File: src/rtl/owf_pkg.sv
package owf_pkg;
  localparam int WORD_W = 32;
  localparam int LEN_W  = 5;
  localparam int MANT_W = 8;
  localparam int EXP_W  = 4;
  localparam int EXP_MAX = (1 << EXP_W) - 1;

  typedef enum logic [1:0] {
    FMT_TRUNC8 = 2'd0,
    FMT_RND16  = 2'd1,
    FMT_RND24  = 2'd2,
    FMT_FLOAT  = 2'd3
  } fmt_e;
endpackage

File: src/rtl/owf_round.sv
module owf_round #(
  parameter int W = 16
) (
  input  logic [W:0]   head,
  output logic [W-1:0] q
);
  localparam logic [W-1:0] POS_MAX = {1'b0, {(W-1){1'b1}}};

  logic [W-1:0] kept;
  logic         half;

  always_comb begin
    kept = head[W:1];
    half = head[0];
    if (half && (kept == POS_MAX)) q = POS_MAX;
    else                           q = kept + {{(W-1){1'b0}}, half};
  end
endmodule

File: src/rtl/owf_float.sv
module owf_float
  import owf_pkg::*;
#(
  parameter int IN_W = 40
) (
  input  logic [IN_W-1:0]  x,
  output logic [MANT_W-1:0] mant,
  output logic [EXP_W-1:0]  expo
);
  int   cnt;
  logic run;
  int   sh;

  always_comb begin
    cnt = 0;
    run = 1'b1;
    for (int i = IN_W - 2; i >= 0; i--) begin
      if (run && (x[i] == x[IN_W-1])) cnt++;
      else                            run = 1'b0;
    end
    if (x == '0) begin
      expo = '0;
      mant = '0;
      sh   = 0;
    end else begin
      expo = (cnt > EXP_MAX) ? EXP_W'(EXP_MAX) : EXP_W'(cnt);
      sh   = IN_W - MANT_W - int'(expo);
      mant = MANT_W'(x >> sh);
    end
  end
endmodule

File: src/rtl/owf_stage.sv
module owf_stage #(
  parameter int W = 37
) (
  input  logic         clk,
  input  logic         rst_n,
  input  logic         in_valid,
  output logic         in_ready,
  input  logic [W-1:0] in_data,
  output logic         out_valid,
  input  logic         out_ready,
  output logic [W-1:0] out_data
);
  assign in_ready = !out_valid || out_ready;

  always_ff @(posedge clk or negedge rst_n) begin
    if (!rst_n) begin
      out_valid <= 1'b0;
      out_data  <= '0;
    end else if (in_ready) begin
      out_valid <= in_valid;
      if (in_valid) out_data <= in_data;
    end
  end
endmodule

File: src/rtl/owf_conv.sv
module owf_conv
  import owf_pkg::*;
#(
  parameter int IN_W = 40
) (
  input  logic            clk,
  input  logic            rst_n,
  input  logic            in_valid,
  output logic            in_ready,
  input  logic [IN_W-1:0] in_sample,
  input  logic [1:0]      in_fmt,
  output logic            out_valid,
  input  logic            out_ready,
  output logic [31:0]     out_word,
  output logic [4:0]      out_len
);
  localparam int R16 = 16;
  localparam int R24 = 24;
  localparam int PACK_W = WORD_W + LEN_W;

  logic [R16-1:0]    rnd16;
  logic [R24-1:0]    rnd24;
  logic [MANT_W-1:0] fmant;
  logic [EXP_W-1:0]  fexp;
  logic [WORD_W-1:0] word_d;
  logic [LEN_W-1:0]  len_d;
  logic [PACK_W-1:0] pack_q;
  fmt_e              fmt;

  owf_round #(.W(R16)) u_rnd16 (.head(in_sample[IN_W-1 -: R16+1]), .q(rnd16));
  owf_round #(.W(R24)) u_rnd24 (.head(in_sample[IN_W-1 -: R24+1]), .q(rnd24));
  owf_float #(.IN_W(IN_W)) u_flt (.x(in_sample), .mant(fmant), .expo(fexp));

  always_comb begin
    fmt = fmt_e'(in_fmt);
    unique case (fmt)
      FMT_TRUNC8: begin
        word_d = in_sample[IN_W-1 -: WORD_W];
        len_d  = LEN_W'(8);
      end
      FMT_RND16: begin
        word_d = {rnd16, {(WORD_W-R16){1'b0}}};
        len_d  = LEN_W'(R16);
      end
      FMT_RND24: begin
        word_d = {rnd24, {(WORD_W-R24){1'b0}}};
        len_d  = LEN_W'(R24);
      end
      default: begin
        word_d = {fmant, fexp, {(WORD_W-MANT_W-EXP_W){1'b0}}};
        len_d  = LEN_W'(MANT_W + EXP_W);
      end
    endcase
  end

  owf_stage #(.W(PACK_W)) u_stage (
    .clk      (clk),
    .rst_n    (rst_n),
    .in_valid (in_valid),
    .in_ready (in_ready),
    .in_data  ({word_d, len_d}),
    .out_valid(out_valid),
    .out_ready(out_ready),
    .out_data (pack_q)
  );

  assign out_word = pack_q[PACK_W-1 -: WORD_W];
  assign out_len  = pack_q[LEN_W-1:0];
endmodule

File: config.mk
export PLATFORM = sky130hd
export DESIGN_NAME = owf_conv
export DESIGN_NICKNAME = d
export VERILOG_FILES = /design/src/rtl/owf_pkg.sv /design/src/rtl/owf_round.sv /design/src/rtl/owf_float.sv /design/src/rtl/owf_stage.sv /design/src/rtl/owf_conv.sv
export SDC_FILE = /design/constraint.sdc
export NUM_CORES = 1
export LEC_CHECK = 0
export BUFFER_PORTS_ARGS = -buffer_cell sky130_fd_sc_hd__buf_2
export CORE_ASPECT_RATIO = 0.6
export CORE_MARGIN = 4
export CORE_UTILIZATION = 50
export CTS_CLUSTER_SIZE = 16
export DETAILED_ROUTE_END_ITERATION = 16
export HOLD_SLACK_MARGIN = 0.15
export PLACE_DENSITY = 0.66
export SKIP_CTS_REPAIR_TIMING = 1
export SYNTH_ARGS = -nofsm -noshare
export SYNTH_HDL_FRONTEND = slang
export SYNTH_SLANG_ARGS = --single-unit
File: constraint.sdc
create_clock -name clk -period 2.29 [get_ports clk]
set_input_delay 0.1145 -clock clk [delete_from_list [all_inputs] [get_ports clk]]
set_output_delay 0.1145 -clock clk [all_outputs]
set_load 0.01 [all_outputs]
## Word level (Yosys, flattened, before mapping)

Cells that the tools add are included.

| operators by class | value |
|---|---|
| divide/modulo/power cells | 0 |
| reduce and logical (&&, ||, !) cells | 45 |
| shift-type cells | 1 |
| multipliers | 0 |
| equal/unequal tests | 43 |
| muxes and demuxes | 84 |
| $add $sub $neg | 41 |
| bitwise logic cells | 0 |
| order comparisons | 1 |

Operators with widths:

| operator | number |
|---|---|
| adder 32 x 2 -> 32 bit, second input constant | 38 |
| 2-to-1 mux 32 bit | 38 |
| case mux 32 bit (3 select lines) | 1 |
| logical AND 1 bit | 40 |
| logical NOT 40 bit | 1 |
| >> shifter 40 x 32 -> 8 bit | 1 |
| == test 1 bit | 39 |
| 2-to-1 mux 1 bit | 39 |
| greater-than comparator 32 x 5 -> 1 bit, second input constant | 1 |
| adder 24 x 1 -> 24 bit | 1 |
| == test 24 x 23 -> 1 bit, second input constant | 1 |
| 2-to-1 mux 24 bit | 1 |
| adder 16 x 1 -> 16 bit | 1 |
| == test 16 x 15 -> 1 bit, second input constant | 1 |
| 2-to-1 mux 16 bit | 1 |
| case mux 5 bit (3 select lines) | 1 |
| 2-to-1 mux 4 bit | 2 |
| 2-to-1 mux 8 bit | 1 |
| subtractor 6 x 4 -> 7 bit, first input constant | 1 |
| == test 2 x 1 -> 1 bit, second input constant | 1 |
| == test 2 bit, second input constant | 1 |
| logical NOT 2 bit | 1 |
| AND reduction 2 bit | 1 |
| logical NOT 1 bit | 1 |
| logical OR 1 bit | 1 |

| storage, ports and cells | value |
|---|---|
| word-level logic and storage cells | 217 |
| bits in latches | 0 |
| output and inout port bits | 39 |
| memories | 0 |
| flip-flop bits (word level) | 38 |
| input bits | 46 |
| ROM bits | 0 |
| memory bits (writable) | 0 |

## Longest topological paths before layout

| depth | value |
|---|---|
| depth in word-level cells | 84 |
| mapped depth | 129 |
| mapped depth without buffers | 125 |

## Hierarchy

A second synthesis with hierarchy kept.

| unflattened totals | value |
|---|---|
| cell total of the unflattened synthesis | 1557 |
| area total of the unflattened synthesis | 11718.7 um^2 |

Modules (own cells, without submodules):

| module | cells an instance | seq. area each (um^2) | instances | area each (um^2) |
|---|---|---|---|---|
| owf_float | 1233 | 0.0 | 1 | 8534.4 |
| owf_stage | 81 | 950.9 | 1 | 1572.8 |
| owf_round at u_rnd24 | 99 | 0.0 | 1 | 611.8 |
| owf_conv | 86 | 0.0 | 1 | 609.3 |
| owf_round at u_rnd16 | 58 | 0.0 | 1 | 390.4 |

## Least setup slack after synthesis

OpenSTA, ideal clock, no wires.

| timing path | value |
|---|---|
| kind | input port to flip-flop |
| from | input port in_sample[39] |
| to | register u_stage.out_data[31] |
| data arrival time | 23.813 ns |
| buffers on the path | 5 |
| cell stages on the path | 126 |
| library setup time | 0.126 ns |
| path slack | -21.649 ns |
| required time | 2.164 ns |
| cell sequence | buf_6 buf_4 inv_1 ha_1 clkbuf_1 a21oi_1 ha_1 or4_1 o31a_1 and2_1 ha_1 mux2_2 ha_1 o22ai_1 a21oi_1 ha_1 nor2b_1 o21ai_0 [90 not listed] ha_1 mux2i_1 o21bai_1 ha_1 nand2_1 nand2_1 ha_1 mux2i_1 o21ai_1 nor3_1 or2_2 clkbuf_1 and2_1 buf_1 a221oi_1 or3_1 a221o_1 a221o_1 |

| between the ends | value |
|---|---|
| word-level cells in the longest chain between the ends | 84 |
| elaborated cells on any way between the ends | 205 |
| classes of those cells | 39 x add/sub; 1 x order compare; 41 x eq/ne; 1 x shift; 82 x mux; 41 x reduce/logical |

Ends and longest elaborated chain:

| element | line | RTL |
|---|---|---|
| from (decl) | owf_conv.sv:10 | `input logic [IN_W-1:0] in_sample,` |
| == test 1 bit | owf_float.sv:18 | `if (run && (x[i] == x[IN_W-1])) cnt++;` |
| 2-to-1 mux 1 bit | owf_float.sv:18 |  |
| adder 32 x 2 -> 32 bit / logical AND 1 bit (equally long branches) | owf_float.sv:18 |  |
| 2-to-1 mux 32 bit / 2-to-1 mux 1 bit (equally long branches) | owf_float.sv:18 |  |
| adder 32 x 2 -> 32 bit / logical AND 1 bit (equally long branches) | owf_float.sv:18 |  |
| 2-to-1 mux 32 bit / 2-to-1 mux 1 bit (equally long branches) | owf_float.sv:18 |  |
| adder 32 x 2 -> 32 bit / logical AND 1 bit (equally long branches) | owf_float.sv:18 |  |
| 2-to-1 mux 32 bit / 2-to-1 mux 1 bit (equally long branches) | owf_float.sv:18 |  |
| [68 not listed] | n/a |  |
| adder 32 x 2 -> 32 bit / logical AND 1 bit (equally long branches) | owf_float.sv:18 |  |
| 2-to-1 mux 32 bit | owf_float.sv:18 |  |
| greater-than comparator 32 x 5 -> 1 bit | owf_float.sv:26 | `expo = (cnt > EXP_MAX) ? EXP_W'(EXP_MAX) : EXP_W'(cnt);` |
| 2-to-1 mux 4 bit | owf_float.sv:26 |  |
| subtractor 6 x 4 -> 7 bit | owf_float.sv:27 | `sh = IN_W - MANT_W - int'(expo);` |
| >> shifter 40 x 32 -> 8 bit | owf_float.sv:28 | `mant = MANT_W'(x >> sh);` |
| 2-to-1 mux 8 bit | owf_float.sv:21 | `if (x == '0) begin` |
| case mux 32 bit (3 select lines) * | owf_conv.sv:36 | `unique case (fmt)` |
| to (signal assigned) | owf_stage.sv:21 | `if (in_valid) out_data <= in_data;` |
| to (decl) | owf_stage.sv:11 | `output logic [W-1:0] out_data` |

Every way passes the cells marked *; elsewhere a longest branch is shown, timed or not.
A chain may end at the register's enable or synchronous reset.

## Worst setup path in the final report

Same ends and word-level chain as after synthesis.

==> impl_metrics.json <==
{
  "grt_max_degree": 83,
  "tightest_slew_ps": 871,
  "globalRouteOverflowTotal": 0,
  "setup_violations": 12,
  "cts_num_sinks": 36,
  "hold_violations": 0,
  "routed_wl_um": 47400,
  "clkSlewWorstSetupHoldPaths_ps": 60,
  "drive_above_1_share": 0.392,
  "grt_pass1_vias": 13570,
  "instances_no_fill": 2435,
  "post-route-min-period_ps": 22240,
  "drcViolationCount": 0,
  "power_frac_comb": 0.727,
  "synth-async-reset-ratio": 1.00,
  "status": "finished, violations left",
  "slowest_stage": "or4_4",
  "setup.worst_path.start": "in_sample[39]",
  "vias": 14863,
  "cts_tree": "built",
  "num_io_pins": 85,
  "yosysTopAreaCell": "dfrtp_1",
  "drtAntennaViolNets": 0,
  "dp_cells": 2397,
  "numCtsBuffers": 5,
  "min_period_over_period": 9.71,
  "power_mw": 5.48,
  "p_sw_frac": 0.432,
  "worst_path_most_repeated_cell": "ha_1",
  "setup_ws_ps": -19950,
  "synth_cell_types": 113,
  "switching_power_mw": 2.37,
  "power_density_mw_per_mm2": 330,
  "area_delta_synth_final_pct": 54.2,
  "cp-start-kind": "input pin",
  "postPlaceCellArea_mm2": 0.0158,
  "synth_area_leaders": "dfrtp_1, nand2_1, xnor2_1",
  "synth.avg_cell_area_um2": 6.89,
  "fin_skew_ps": 6.25,
  "hold_path_class": "input pin to register",
  "holdPathStages": 3,
  "rows": 41,
  "dpl.hpwl_um": 37800,
  "cp.arrival_ps": 22410,
  "ys_warn_count": 0,
  "clockBufferDepth": 2,
  "place_congestion": 1.06,
  "peakVddDrop_uv": 423,
  "finish.utilization": 0.788,
  "synth-seq-area-share": 0.0836,
  "rsz0062_at_grt": "true",
  "grtUsageTotal": 0.366,
  "maxCapViolCount": 0,
  "r2r-start": "u_stage.out_valid$_DFFE_PN0N_",
  "numPortBuffers": 82,
  "clock-root-buffer": "clkbuf_16",
  "antenna_found_initial": 1,
  "synth-main-ff-cell": "dfrtp_1",
  "die_y_um": 122,
  "start_util": 0.511,
  "fin_area_mm2": 0.0166,
  "violations": "setup timing",
  "seq_power_share": 0.141,
  "p_clk_frac": 0.132,
  "insertion_delay_ps": 290,
  "internal-power_mw": 3.11,
  "drv_slew": 0,
  "path_max_fanout": 5,
  "fmax_mhz": 45.0,
  "place_ws_ps": -20160,
  "grt_pass1_wl_um": 71300,
  "synth-seq-cells": 36,
  "p_leak_nw": 7.55,
  "reg2reg_depth": 6,
  "worstHoldStart": "out_ready",
  "fill_cells": 1543,
  "fp.coreArea_mm2": 0.0211,
  "drt-wirelength-per-cell_um": 19.5,
  "synth_area_mm2": 0.0108,
  "fin_nets": 2247,
  "worstSetupEndpointType": "register",
  "relSlewSlack": 0.419,
  "firstDrtPassIters": 7,
  "syn-instance-count": 1563,
  "cp_slowest_stage_delay_ps": 400,
  "die_area_mm2": 0.0240,
  "mostFrequentLayoutCells": "buf_4, nand2_1, nor2_1, o21ai_0, a21oi_1",
  "layout_commonest_cell": "buf_4",
  "synth_edf_count": 0,
  "die_width_um": 197,
  "drt_first_iter_violations": 1838,
  "viasPerCell": 6.10,
  "crit_required_ps": 2460,
  "cts-htree-levels": 2,
  "critPathKind": "input pin to register",
  "synth_top_cell_area_share": 0.0836
}
-- cell families after synthesis --
kind of cell	synth area share
adders and majority gates	0.0612
buffers and inverters	0.0555
DFF	0.0836
muxes	0.0412
other	0.000348
xor gates and xnor gates	0.142
and+or+nand+nor	0.318
AOI/OAI and AO/OA	0.298
-- state kept, by name, summed over array words and instances, names as in the netlist --
name	count
u_stage.out_data	35
u_stage.out_valid	1
-- area by class of cell --
cell class | count | area (um2) | area share
multi-input combinational | 1382 | 9940 | 0.598
timing repair buffer | 677 | 5060 | 0.305
sequential | 36 | 901 | 0.0542
tap | 279 | 349 | 0.0210
inverter | 52 | 206 | 0.0124
clock buffer | 7 | 143 | 0.00859
clock inverter | 1 | 7.51 | 0.000452
antenna | 1 | 2.50 | 0.000151
-- power by group through the flow --
stage / combinational, mW / sequential, mW / clock, mW
2_1_floorplan: 1.81 / 0.822 / 0
3_3_place_gp: 3.37 / 0.779 / 0
3_5_place_dp: 3.44 / 0.782 / 0
4_1_cts: 3.46 / 0.772 / 0.726
5_1_grt: 4.24 / 0.781 / 0.750
6_report: 3.98 / 0.773 / 0.721
-- final timing paths --
check	endpoint	slack, ps
setup / recovery	u_stage.out_data[31]$_DFFE_PN0P_	-19950
max in group asynchronous	u_stage.out_data[3]$_DFFE_PN0P_	1260
setup reg to reg	u_stage.out_data[33]$_DFFE_PN0P_	350
hold / removal	u_stage.out_valid$_DFFE_PN0N_	160
hold reg to reg	u_stage.out_data[15]$_DFFE_PN0P_	480
min in group asynchronous	u_stage.out_data[8]$_DFFE_PN0P_	470
-- synth_stat cells (all sizes together) (8+ instances only) --
master  number
a211oi      12
nor3        53
and2        30
nor4        20
o32ai        9
and4         8
o22ai       18
a31oi        8
mux2         8
buf         28
clkbuf      66
nand4       16
nand2      179
or2         21
o211ai      11
inv         51
nand3       65
a22o         8
a21o        26
a21oi      109
or3         26
a221oi      11
ha          47
mux2i       32
dfrtp       36
nor2       157
and3        25
nand2b      20
a22oi       18
xnor2       80
o21ai      124
xor2        36
xnor3       20
nor2b       14
o21a        12
nand3b      11
-- per-layer routing --
| metal | GRT usage | vias up | share of wire | wire (um) |
|---|---|---|---|---|
| li1 | - | 6952 | - | - |
| met1 | 0.540 | 6943 | 0.44 | 20900 |
| met2 | 0.532 | 869 | 0.41 | 19400 |
| met3 | 0.116 | 99 | 0.13 | 6330 |
| met4 | 0.0571 | 0 | 0.018 | 839 |
| met5 | 0 | - | 0 | 0 |
-- critical path: cells and delay by family --
kind / cells / cell delay, ps
adders and majority gates: 35 / 9290
AOI/OAI and AO/OA: 31 / 5310
and+or+nand+nor: 38 / 4610
muxes: 17 / 2700
buffers and inverters: 5 / 340
-- metrics by stage --
stage	TNS, ps	hold WS, ps
after global placement	-229070	240
after floorplan	-231650	-181
after CTS	-236670	-48.3
after global routing	-250360	219
after detailed placement	-240860	262
final	-237660	164
No activity file was read; power rests on OpenSTA's default activity.
